--- config.mk ---
export PLATFORM = sky130hd
export DESIGN_NAME = uart_irq_agg
export DESIGN_NICKNAME = d
export VERILOG_FILES = /design/src/rtl/uart_irq_pkg.sv /design/src/rtl/uart_irq_edge.sv /design/src/rtl/uart_irq_level.sv /design/src/rtl/uart_irq_tmo.sv /design/src/rtl/uart_irq_agg.sv
export SDC_FILE = /design/constraint.sdc
export NUM_CORES = 1
export LEC_CHECK = 0
export BUFFER_PORTS_ARGS = -buffer_cell sky130_fd_sc_hd__buf_2
export CORE_MARGIN = 2
export CORE_UTILIZATION = 44
export DETAILED_ROUTE_END_ITERATION = 10
export PLACE_DENSITY = 0.7
export SKIP_CTS_REPAIR_TIMING = 1
export SKIP_LAST_GASP = 1
export SLEW_MARGIN = 20
export SYNTH_ARGS = -nofsm -noshare
export SYNTH_HDL_FRONTEND = slang
export SYNTH_HIERARCHICAL = 1
export SYNTH_SLANG_ARGS = --single-unit
--- constraint.sdc ---
create_clock -name clk -period 2.4 [get_ports clk]
set_input_delay 0.48 -clock clk [delete_from_list [all_inputs] [get_ports clk]]
set_output_delay 0.48 -clock clk [all_outputs]
set_load 0.005 [all_outputs]
--- src/rtl/uart_irq_pkg.sv ---
package uart_irq_pkg;
    localparam int N_SRC = 9;
    localparam int THR_W = 7;

    localparam int B_RXFULL  = 0;
    localparam int B_TXEMPTY = 1;
    localparam int B_PARITY  = 2;
    localparam int B_FRAME   = 3;
    localparam int B_RXOVF   = 4;
    localparam int B_DSR     = 5;
    localparam int B_CTS     = 6;
    localparam int B_BREAK   = 7;
    localparam int B_TOUT    = 8;

    typedef enum logic [2:0] {
        A_RAW  = 3'd0,
        A_STAT = 3'd1,
        A_ENA  = 3'd2,
        A_CLR  = 3'd3,
        A_CFG  = 3'd4
    } addr_e;

    typedef enum logic [1:0] {
        TMO_IDLE  = 2'd0,
        TMO_WAIT  = 2'd1,
        TMO_FIRED = 2'd2
    } tmo_state_e;

    typedef struct packed {
        logic             tout_en;
        logic [THR_W-1:0] tout_thr;
        logic             pad_b;
        logic [THR_W-1:0] tx_thr;
        logic             pad_a;
        logic [THR_W-1:0] rx_thr;
    } cfg_t;

    localparam int CFG_W = $bits(cfg_t);
endpackage

--- src/rtl/uart_irq_edge.sv ---
module uart_irq_edge #(
    parameter int N = 2
) (
    input  logic         clk,
    input  logic         rst_n,
    input  logic [N-1:0] lvl,
    output logic [N-1:0] chg
);
    logic [N-1:0] prev_q;

    for (genvar i = 0; i < N; i++) begin : g_line
        always_ff @(posedge clk or negedge rst_n) begin
            if (!rst_n) prev_q[i] <= 1'b1;
            else        prev_q[i] <= lvl[i];
        end
        assign chg[i] = lvl[i] ^ prev_q[i];
    end
endmodule

--- src/rtl/uart_irq_level.sv ---
module uart_irq_level
    import uart_irq_pkg::*;
#(
    parameter int CNT_W = 8
) (
    input  logic [CNT_W-1:0] rx_level,
    input  logic [CNT_W-1:0] tx_level,
    input  logic [THR_W-1:0] rx_thr,
    input  logic [THR_W-1:0] tx_thr,
    output logic             rx_over,
    output logic             tx_under
);
    localparam int PAD_W = CNT_W - THR_W;

    logic [CNT_W-1:0] rx_thr_x;
    logic [CNT_W-1:0] tx_thr_x;

    assign rx_thr_x = {{PAD_W{1'b0}}, rx_thr};
    assign tx_thr_x = {{PAD_W{1'b0}}, tx_thr};
    assign rx_over  = rx_level > rx_thr_x;
    assign tx_under = tx_level < tx_thr_x;
endmodule

--- src/rtl/uart_irq_tmo.sv ---
module uart_irq_tmo
    import uart_irq_pkg::*;
(
    input  logic             clk,
    input  logic             rst_n,
    input  logic             en,
    input  logic [THR_W-1:0] thr,
    input  logic             rx_byte,
    input  logic             bit_tick,
    output logic             fire
);
    tmo_state_e       state_q, state_d;
    logic [THR_W-1:0] cnt_q, cnt_d;

    always_ff @(posedge clk or negedge rst_n) begin
        if (!rst_n) begin
            state_q <= TMO_IDLE;
            cnt_q   <= '0;
        end else begin
            state_q <= state_d;
            cnt_q   <= cnt_d;
        end
    end

    always_comb begin
        state_d = state_q;
        cnt_d   = cnt_q;
        if (!en) begin
            state_d = TMO_IDLE;
            cnt_d   = '0;
        end else begin
            unique case (state_q)
                TMO_IDLE: begin
                    if (rx_byte) begin
                        state_d = TMO_WAIT;
                        cnt_d   = '0;
                    end
                end
                TMO_WAIT: begin
                    if (rx_byte) begin
                        cnt_d = '0;
                    end else if (bit_tick) begin
                        if (cnt_q == thr) state_d = TMO_FIRED;
                        else              cnt_d   = cnt_q + 1'b1;
                    end
                end
                TMO_FIRED: begin
                    if (rx_byte) begin
                        state_d = TMO_WAIT;
                        cnt_d   = '0;
                    end
                end
                default: begin
                    state_d = TMO_IDLE;
                    cnt_d   = '0;
                end
            endcase
        end
    end

    always_comb begin
        fire = en && (state_q == TMO_WAIT) && !rx_byte && bit_tick && (cnt_q == thr);
    end
endmodule

--- src/rtl/uart_irq_agg.sv ---
module uart_irq_agg
    import uart_irq_pkg::*;
#(
    parameter int CNT_W = 8
) (
    input  logic             clk,
    input  logic             rst_n,
    input  logic             ev_parity_err,
    input  logic             ev_frame_err,
    input  logic             ev_rx_ovf,
    input  logic             ev_break,
    input  logic             dsr_in,
    input  logic             cts_in,
    input  logic [CNT_W-1:0] rx_level,
    input  logic [CNT_W-1:0] tx_level,
    input  logic             rx_byte,
    input  logic             bit_tick,
    input  logic             wr_en,
    input  logic [2:0]       wr_addr,
    input  logic [31:0]      wr_data,
    input  logic [2:0]       rd_addr,
    output logic [31:0]      rd_data,
    output logic             irq
);
    logic [N_SRC-1:0] raw_q, raw_d, ena_q, set_v, clr_v;
    cfg_t             cfg_q;
    logic             irq_q;
    logic             rx_over, tx_under, tmo_fire;
    logic [1:0]       modem_chg;
    logic             unused_wr;

    assign unused_wr = &{1'b0, wr_data[31:CFG_W]};

    uart_irq_level #(.CNT_W(CNT_W)) u_level (
        .rx_level (rx_level),
        .tx_level (tx_level),
        .rx_thr   (cfg_q.rx_thr),
        .tx_thr   (cfg_q.tx_thr),
        .rx_over  (rx_over),
        .tx_under (tx_under)
    );

    uart_irq_edge #(.N(2)) u_edge (
        .clk   (clk),
        .rst_n (rst_n),
        .lvl   ({cts_in, dsr_in}),
        .chg   (modem_chg)
    );

    uart_irq_tmo u_tmo (
        .clk      (clk),
        .rst_n    (rst_n),
        .en       (cfg_q.tout_en),
        .thr      (cfg_q.tout_thr),
        .rx_byte  (rx_byte),
        .bit_tick (bit_tick),
        .fire     (tmo_fire)
    );

    always_comb begin
        set_v            = '0;
        set_v[B_RXFULL]  = rx_over;
        set_v[B_TXEMPTY] = tx_under;
        set_v[B_PARITY]  = ev_parity_err;
        set_v[B_FRAME]   = ev_frame_err;
        set_v[B_RXOVF]   = ev_rx_ovf;
        set_v[B_DSR]     = modem_chg[0];
        set_v[B_CTS]     = modem_chg[1];
        set_v[B_BREAK]   = ev_break;
        set_v[B_TOUT]    = tmo_fire;
    end

    always_comb begin
        clr_v = '0;
        if (wr_en && (wr_addr == A_CLR)) clr_v = wr_data[N_SRC-1:0];
        raw_d = (raw_q & ~clr_v) | set_v;
    end

    always_ff @(posedge clk or negedge rst_n) begin
        if (!rst_n) begin
            raw_q <= '0;
            ena_q <= '0;
            cfg_q <= '0;
            irq_q <= 1'b0;
        end else begin
            raw_q <= raw_d;
            irq_q <= |(raw_q & ena_q);
            if (wr_en && (wr_addr == A_ENA)) ena_q <= wr_data[N_SRC-1:0];
            if (wr_en && (wr_addr == A_CFG)) begin
                cfg_q       <= wr_data[CFG_W-1:0];
                cfg_q.pad_a <= 1'b0;
                cfg_q.pad_b <= 1'b0;
            end
        end
    end

    always_comb begin
        rd_data = '0;
        unique case (rd_addr)
            A_RAW:   rd_data[N_SRC-1:0] = raw_q;
            A_STAT:  rd_data[N_SRC-1:0] = raw_q & ena_q;
            A_ENA:   rd_data[N_SRC-1:0] = ena_q;
            A_CFG:   rd_data[CFG_W-1:0] = cfg_q;
            default: rd_data = '0;
        endcase
    end

    assign irq = irq_q;
endmodule

==> impl_metrics.toml, run 1 <==
[logic_synthesis]
synth.cell_area_um2 = 3120
synthCells = 291
synthTopCellsByCount = "dfrtp_1, mux2_2, nand2_1"
synthArstFlopShare_pct = 100
synth_top_area_share_pct = 40.1
synth.distinct_cells = 52
ys.flop_type = "dfrtp_1"
yosysMostFrequentCell = "dfrtp_1"
synth_enable_flop_cells = 0
yosys.area.top_type = "dfrtp_1"
yosysWarnings = 6
ys_seq_area_share_pct = 41.8
avgSynthCellArea_um2 = 10.7
synth.area.top_cells = "dfrtp_1, mux2_2, ha_1, nand2_1, and2_1"
ys_seq_elements = 52

[setup_path]
slowest_stage = "a2111o_1"
cpPeakStageDelay_ns = 0.47
cp.required_ns = 2.59
crit_path_end_kind = "flop"
cp_max_fo = 6
crit_chain = "nor2b_1 > a2111o_1 > nor4_4 > nand2b_1 > o21ai_1"
worst-path-buf-inv = 0
worstPathArrival_ns = 2.13
cp_top_family = "simple AND/OR/NAND/NOR gates"
r2r_slack_ns = 0.46
criticalPathCategory = "flop to flop"
crit_path_start_kind = "flop"

[final_layout]
drive_gt1_share_pct = 37.5
nets = 451
finalNonFillerCells = 469
num_antenna_cells = 0
area_growth_pct = 17.3
final_core_util_pct = 53.5

[min_path]
hold_path_class = "primary input to async pin"

[drt]
drt_wl_total_mm = 6.77
drt_first_iter_violations = 106
detail_route.wl_per_cell_um = 14.4
drtAntennaViolNets = 0
via_per_inst = 5.13
drcViolationCount = 0
met3_length_um = 369
vias = 2407
drt_first_pass_iters = 4
routedLengthMet1_mm = 3.27
top_layer = "met4"
dr_wl_met2_mm = 3.05

[sta]
maxSlewHeadroom_pct = 55.9
maxSlewViolCount = 0
rsz0062_at_grt = "false"
clock_skew_ns = 0.00947
period_minus_slack_ns = 1.94
fin_ws_ns = 0.459
fmax_mhz = 515
worstMarginPinSlew_ns = 0.662
layout_worst_path_cycle_share_pct = 80.9
fin_hold_ws_ns = 0.277
setup_tns_ns = 0
setup_viol_count_final = 0
hold_viol = 0

[floorplan]
dieArea_um2 = 7770
rows = 30
die_h_um = 88.2
start_util_pct = 45.6
ios = 98
core_area_um2 = 6830
fp.dieW_um = 88.2

[run]
max_cap_violations = 0

[clock_network]
cts.path.max_buffers = 2
cts_buffers = 5
clkLatencyLatePin_ns = 0.31
root_buffer = "clkbuf_8"
cts_max_level = 2
clock-sinks = 52
cts_tree = "built"
clkTransAtPathRegs_ns = 0.10

[global_route]
grt_max_degree = 53
grt_pass1_wl_mm = 10.9
antenna_found_initial = 0
grt_usage_pct = 18.3
grt_overflow_total = 0
grt_pass1_vias = 2312

[place]
dp_hpwl_mm = 5.12
gp_congestion = 0.787
dp_slack_ns = 0.431
place_inst = 461
port_buffers = 79

[outcome]
outcome = "finished clean"

[power_and_ir_drop]
power_density_nw_per_um2 = 607
ir_drop_mv = 0.384
leakage_uw = 0.00174
[cell type report]
| type | instances | area (µm²) |
|---|---|---|
| Sequential cell | 52 | 1300 |
| Fill cell | 641 | 3180 |
| Clock inverter | 1 | 7.51 |
| Tap cell | 96 | 120 |
| Multi-Input combinational cell | 213 | 1650 |
| Inverter | 16 | 60.1 |
| Timing Repair Buffer | 84 | 433 |
| Clock buffer | 7 | 86.3 |
[worst paths after layout]
path                                start          endpoint  cells after the start
hold / removal                      rst_n         cfg_q[21]                      2
hold reg to reg            u_tmo/cnt_q[6]    u_tmo/cnt_q[6]                      1
max in group asynchronous           rst_n          raw_q[4]                      2
setup reg to reg           u_tmo/cnt_q[6]    u_tmo/cnt_q[4]                      5
min in group clk                   dsr_in  u_edge/prev_q[0]                      1
setup / recovery           u_tmo/cnt_q[6]    u_tmo/cnt_q[4]                      5
[routing by layer]
metal	GRT usage [%]	vias up
met2	28.6	70
met5	0	-
met3	3.30	6
li1	-	1186
met1	26.3	1145
met4	4.55	0
[power breakdown]
group / internal, µW / switching [µW] / total [µW]
Sequential: 1010 / 125 / 1130
Combinational: 302 / 262 / 564
Clock: 235 / 287 / 522
Total: 1540 / 674 / 2220
[worst reg2reg max path, cell delays in order, from the launching register on]
cell      delay, ns
dfrtp_1        0.42
nor2b_1        0.15
a2111o_1       0.47
nor4_4         0.45
nand2b_1       0.25
o21ai_1        0.10
[logic make-up (layout without fill, tap and decap cells)]
| family | count (synthesis) | after routing | synth area share (%) |
|---|---|---|---|
| AO/OA/AOI/OAI | 52 | 52 | 12.3 |
| XOR/XNOR | 6 | 6 | 1.69 |
| adder cells (fa/ha/maj) | 14 | 14 | 5.62 |
| buffers and inverters | 34 | 108 | 6.34 |
| flip-flops | 52 | 52 | 41.8 |
| multiplexers | 39 | 39 | 14.2 |
| other | 1 | 9 | 0.120 |
| AND/OR/NAND/NOR | 93 | 93 | 17.9 |
[stage by stage]
| step | power, µW | instance area [µm²] |
|---|---|---|
| final | 2220 | 3660 |
| after global routing | 2360 | 3660 |
| after CTS | 2250 | 3660 |
| after detailed placement | 1720 | 3560 |
| after global placement | 1690 | 3560 |
| after floorplan | 1520 | 3150 |
[sequential cells by signal, summed over array words and instances, names as in the netlist]
signal and count:
cfg_q 22, u_edge/prev_q 2, u_tmo/state_q 2, irq 1
ena_q 9, raw_q 9, u_tmo/cnt_q 7
[cells in the final DEF, fill, tap and decap left out, types with 2 or more instances in the layout]
cell type,netlist,routed
nand2_1,31,31
o21ai_1,3,3
o21ai_0,4,4
nor2_1,4,4
clkbuf_8,3,6
nand3_1,7,7
buf_2,2,79
nand3b_1,3,3
mux2_2,37,37
inv_1,15,15
and3_1,3,3
o31ai_1,7,7
conb_1,1,9
xor2_1,2,2
nand2b_1,4,4
or3_1,2,2
xnor2_1,4,4
and2_1,16,16
a21oi_1,6,6
nor4_4,2,2
a21o_1,10,10
buf_4,10,5
ha_1,14,14
nor3_1,2,2
a32oi_1,7,7
dfstp_2,2,2
nor2b_1,7,7
dfrtp_1,50,50
nor3b_1,3,3
nand4_1,2,2
a22oi_1,3,3
and4bb_2,2,2
a31oi_1,2,2
Power figures use the tool's default switching activity.
==> run 2, diff against run 1 <==
--- a/config.mk
+++ b/config.mk
@@ -5,11 +5,12 @@
 export SDC_FILE = /design/constraint.sdc
 export NUM_CORES = 1
 export LEC_CHECK = 0
+export ABC_AREA = 1
 export BUFFER_PORTS_ARGS = -buffer_cell sky130_fd_sc_hd__buf_2
 export CORE_MARGIN = 2
 export CORE_UTILIZATION = 44
 export DETAILED_ROUTE_END_ITERATION = 10
-export PLACE_DENSITY = 0.7
+export PLACE_DENSITY = 0.69
 export SKIP_CTS_REPAIR_TIMING = 1
 export SKIP_LAST_GASP = 1
 export SLEW_MARGIN = 20
==> constraint.sdc (replaced) <==
create_clock -name clk -period 2 [get_ports clk]
set_input_delay 0.4 -clock clk [delete_from_list [all_inputs] [get_ports clk]]
set_output_delay 0.4 -clock clk [all_outputs]
set_load 0.005 [all_outputs]
==> run 2 against run 1 <==
  * Sequential share of layout area is 3.0 points lower
  * Hold slack worse by 0.25 ns
  * Area after synthesis is 11% higher
  * Core utilization is 1.4 points lower
  * Non-clock buffer count stayed put
  * Register-to-register slack better by 0.15 ns
  * Critical endpoint is now rd_data[17]
  * Largest power group unchanged
  * Highest routed layer unchanged
==> impl_metrics.toml, run 2 <==
[outcome]
outcome = "finished clean"

[floorplan]
start_util_pct = 45.1
fp.dieW_um = 92.6
ios = 98
rows = 32
core_area_um2 = 7650
dieArea_um2 = 8570
die_h_um = 92.6

[drt]
drt_first_pass_iters = 4
drt_first_iter_violations = 110
via_per_inst = 4.66
drt_wl_total_mm = 7.78
drcViolationCount = 0
vias = 3057
drtAntennaViolNets = 0
detail_route.wl_per_cell_um = 11.9

[place]
dp_slack_ns = 0.307
gp_congestion = 0.825
port_buffers = 79
placedInstanceArea_um2 = 3890
place_inst = 648
dp_hpwl_mm = 6.05

[setup_path]
cp.depth = 5
cp_top_family = "simple AND/OR/NAND/NOR gates"
crit_path_end_kind = "output port"
slowest_stage = "nand2_2"
r2r_cells = 8
r2r_slack_ns = 0.61
worstPathArrival_ns = 1.29
worst-path-buf-inv = 2
cp.required_ns = 1.60
crit_chain = "buf_2 > nor2_4 > nand2_2 > nor2_1 > buf_2"
crit_path_frequent_cell = "buf_2"
criticalPathCategory = "primary input to output port"
cpPeakStageDelay_ns = 0.21
cp_max_fo = 14
crit_path_start_kind = "primary input"

[logic_synthesis]
synth_top_area_share_pct = 36.3
synth.area.top_cells = "dfrtp_1, nand2_1, nand3_1, inv_1, ha_1"
avgSynthCellArea_um2 = 7.28
ys.flop_type = "dfrtp_1"
yosys.area.top_type = "dfrtp_1"
yosysMostFrequentCell = "nand2_1"
ys_seq_elements = 52
synthTopCellsByCount = "nand2_1, inv_1, nand3_1"
ys_seq_area_share_pct = 37.8
synth.cell_area_um2 = 3450
synth_enable_flop_cells = 0
synthArstFlopShare_pct = 100
yosysWarnings = 6
synth.distinct_cells = 28
synthCells = 474

[final_layout]
final_cell_mix = "nand2_1, inv_1, buf_2, nand3_1, dfrtp_1"
num_antenna_cells = 0
regArea_um2 = 1300
largest_reg_flops = 22
multiInputGateArea_um2 = 1710
stdcell_area_um2 = 3990
largest-register = "cfg_q"
area_growth_pct = 15.5
fill_cells = 766
mostFrequentLayoutCell = "nand2_1"
drive_gt1_share_pct = 24.4
reg.largest.list = "cfg_q: 22 flops, ena_q: 9 flops, raw_q: 9 flops"
finalNonFillerCells = 656
nets = 632

[clock_network]
clock-sinks = 52
cts_max_level = 2
cts.path.max_buffers = 2
cts_buffers = 5
clkLatencyLatePin_ns = 0.31
root_buffer = "clkbuf_8"
clkTransAtPathRegs_ns = 0.10
cts_tree = "built"

[global_route]
grt_usage_pct = 19.4
antenna_found_initial = 0
grt_pass1_vias = 2943
grt_overflow_total = 0
grt_pass1_wl_mm = 13.3
grt_max_degree = 31

[sta]
fin_ws_ns = 0.315
layout_worst_path_cycle_share_pct = 84.3
worstMarginPinSlew_ns = 0.638
hold_viol = 0
maxSlewViolCount = 0
rsz0062_at_grt = "false"
fmax_mhz = 593
clock_skew_ns = 0.00993
maxSlewHeadroom_pct = 57.3
setup_viol_count_final = 0
period_minus_slack_ns = 1.69
setup_tns_ns = 0

[power_and_ir_drop]
leakage_uw = 0.00223
ir_drop_mv = 0.280
power_density_nw_per_um2 = 689

[min_path]
hold_path_class = "primary input to async pin"

[run]
max_cap_violations = 0
==> run 2: cell count changes in the layout (fill, tap and decap cells not counted), sizes merged, moves of 16 or more <==
cell / delta
mux2: -38
inv: +68
nand3: +68
nand2: +121
and2: -16
nor2: +34
==> run 2: area by class of cell <==
class	count	share of cell area [%]
clock inverter	2	0.377
tap	102	3.20
sequential	52	32.7
inverter	85	8.00
multi-input combinational	325	42.8
timing repair buffer	84	10.9
clock buffer	6	2.07
==> run 2: final timing paths <==
path,start,to
max in group asynchronous,rst_n,u_edge/prev_q[0]
setup reg to reg,u_tmo/cnt_q[0],u_tmo/cnt_q[6]
hold / removal,rst_n,cfg_q[2]
setup / recovery,rd_addr[0],rd_data[17]
hold reg to reg,cfg_q[11],cfg_q[11]
min in group clk,cts_in,u_edge/prev_q[1]
==> run 2: routing by layer <==
| metal | up-vias | global-route usage [%] | part of all wire [%] |
|---|---|---|---|
| li1 | 1594 | - | - |
| met1 | 1383 | 25.1 | 46 |
| met2 | 78 | 33.2 | 49 |
| met3 | 2 | 3.74 | 5.1 |
| met4 | 0 | 5.47 | 0.46 |
| met5 | - | 0 | 0 |
==> run 2: per-stage QoR <==
| step | power [µW] | utilization (%) | hold slack [ns] |
|---|---|---|---|
| after floorplan | 1890 | - | 0.104 |
| after global placement | 2100 | 50.9 | 0.377 |
| after detailed placement | 2130 | 50.9 | 0.379 |
| after CTS | 2780 | 52.1 | 0.0331 |
| after global routing | 2960 | 52.1 | 0.0498 |
| final | 2750 | 52.1 | 0.0244 |
==> run 2: power breakdown <==
group | internal, µW | switching, µW | leakage [µW]
sequential | 1200 | 137 | 0.000630
clock | 281 | 367 | 0.0000434
combinational | 311 | 453 | 0.00156
total | 1790 | 957 | 0.00223
==> run 2: kinds of logic (layout without fill, tap and decap cells) <==
| family | after synthesis | count (layout) | share of synthesized area, % |
|---|---|---|---|
| other | 1 | 9 | 0.109 |
| XOR/XNOR | 4 | 4 | 1.02 |
| flip-flops | 52 | 52 | 37.8 |
| adder cells (fa/ha/maj) | 14 | 14 | 5.08 |
| buffers and inverters | 105 | 177 | 13.7 |
| AND/OR/NAND/NOR | 270 | 270 | 36.1 |
| AO/OA/AOI/OAI | 28 | 28 | 6.20 |
==> run 3, diff against run 2 <==
--- a/config.mk
+++ b/config.mk
@@ -10,7 +10,7 @@
 export CORE_MARGIN = 2
 export CORE_UTILIZATION = 44
 export DETAILED_ROUTE_END_ITERATION = 10
-export PLACE_DENSITY = 0.69
+export PLACE_DENSITY = 0.72
 export SKIP_CTS_REPAIR_TIMING = 1
 export SKIP_LAST_GASP = 1
 export SLEW_MARGIN = 20
==> constraint.sdc (replaced) <==
create_clock -name clk -period 1.5 [get_ports clk]
set_input_delay 0.3 -clock clk [delete_from_list [all_inputs] [get_ports clk]]
set_output_delay 0.3 -clock clk [all_outputs]
set_load 0.005 [all_outputs]
==> run 3 against run 2 <==
  * Wire length increased by 2.5%
  * Core utilization grew 1.6 points
  * Count of clock-buffer cells in the layout stayed put
  * Clock power rose by 27%
  * Hold slack better by 0.068 ns
  * Largest power group unchanged
  * Highest routed layer unchanged
==> impl_metrics.toml, run 3 (synthesis gave the netlist of run 2 again) <==
[outcome]
outcome = "finished clean"

[place]
place_inst = 653
port_buffers = 79
dp_hpwl_mm = 6.11
gp_congestion = 0.869
placedInstanceArea_um2 = 3950

[drt]
drt_wl_total_mm = 7.98
drt_first_pass_iters = 5
via_per_inst = 4.71
drtAntennaViolNets = 0
vias = 3126
detail_route.wl_per_cell_um = 12.0
drt_first_iter_violations = 102
drcViolationCount = 0

[floorplan]
ios = 98
rows = 32
core_area_um2 = 7650
die_h_um = 92.6
start_util_pct = 45.1
fp.dieW_um = 92.6
dieArea_um2 = 8570

[setup_path]
crit_path_start_kind = "primary input"
r2r-end = "u_tmo/cnt_q[0]"
cp.depth = 5
slowest_stage = "nor2_4"
crit_chain = "buf_2 > nor2_4 > nand3_1 > nand3_1 > buf_2"
worstPathArrival_ns = 1.16
worstReg2RegStart = "cfg_q[23]"
criticalPathCategory = "primary input to output port"
r2r_slack_ns = 0.14
cp.required_ns = 1.20
cpPeakStageDelay_ns = 0.30
endpoint = "rd_data[8]"
crit_path_end_kind = "output port"
r2r_cells = 8
startpoint = "rd_addr[2]"
worst-path-buf-inv = 2
cp_max_fo = 11
cp_top_family = "simple AND/OR/NAND/NOR gates"

[clock_network]
clock-sinks = 52
cts.path.max_buffers = 2
cts_max_level = 2
cts_buffers = 5
clkTransAtPathRegs_ns = 0.10
root_buffer = "clkbuf_8"
cts_tree = "built"
clkLatencyLatePin_ns = 0.31

[sta]
setup_viol_count_final = 0
hold_viol = 0
fin_hold_ws_ns = 0.0925
maxSlewViolCount = 0
fmax_mhz = 685
period_minus_slack_ns = 1.46
rsz0062_at_grt = "true"
setup_tns_ns = 0
layout_worst_path_cycle_share_pct = 97.4
clock_skew_ns = 0.00984

[global_route]
antenna_found_initial = 0
grt_overflow_total = 0
grt_usage_pct = 19.6
grt_max_degree = 53
grt_pass1_vias = 2994
grt_pass1_wl_mm = 13.5

[final_layout]
final_cell_mix = "nand2_1, inv_1, buf_2, nand3_1, dfrtp_1"
multiInputGateArea_um2 = 1750
drive_gt1_share_pct = 26.9
stdcell_area_um2 = 4110
largest-register = "cfg_q"
final_core_util_pct = 53.8
nets = 640
largest_reg_flops = 22
area_growth_pct = 19.1
num_antenna_cells = 0
fill_cells = 755
regArea_um2 = 1310
reg.largest.list = "cfg_q: 22 flops, ena_q: 9 flops, raw_q: 9 flops"
finalNonFillerCells = 664
mostFrequentLayoutCell = "nand2_1"

[power_and_ir_drop]
power_density_nw_per_um2 = 898
p_comb_share_pct = 29.2
internal_power_uw = 2380
power_switching_share_pct = 35.5
ir_drop_mv = 0.531
seqPwrFrac_pct = 48.6
pwr-share-clk_pct = 22.2
leakage_uw = 0.00230
p_switching_uw = 1310

[min_path]
hold_path_class = "primary input to flop"

[run]
max_cap_violations = 0
run 3: power groups by stage:
stage               Sequential (µW)  Clock (µW)  Combinational [µW]
floorplan                      1760           0                 760
global placement               1810           0                1010
detailed placement             1820           0                1050
CTS                            1790         847                1050
global route                   1820         926                1260
finish                         1790         820                1080
run 3: final cells by class:
class / count / share of cell area (%)
clock buffer: 6 / 1.77
clock inverter: 2 / 0.396
inverter: 85 / 7.76
multi-input combinational: 325 / 42.5
sequential: 52 / 31.8
tap: 102 / 3.10
timing repair buffer: 92 / 12.7
run 3: metrics by stage:
stage | setup WS [ns] | total power [µW]
detailed placement | 0.0784 | 2870
floorplan | 0.246 | 2520
global placement | 0.119 | 2820
global route | -0.0229 | 4010
CTS | 0.0415 | 3690
finish | 0.0396 | 3690
run 3: how the worst min path moves through the flow:
stage / from / endpoint / depth (start not counted)
after floorplan: rst_n / cfg_q[0] / 0
after global placement: rst_n / u_tmo/state_q[0] / 2
after detailed placement: rst_n / u_tmo/state_q[1] / 2
after CTS: rst_n / u_tmo/cnt_q[2] / 2
after global routing: cts_in / u_edge/prev_q[1] / 1
final: cts_in / u_edge/prev_q[1] / 1
run 3: routing by layer:
| metal | GRT usage [%] | part of all wire [%] |
|---|---|---|
| met1 | 25.1 | 44 |
| met2 | 33.8 | 49 |
| met3 | 3.01 | 5.3 |
| met4 | 6.84 | 2.0 |
| met5 | 0 | 0 |
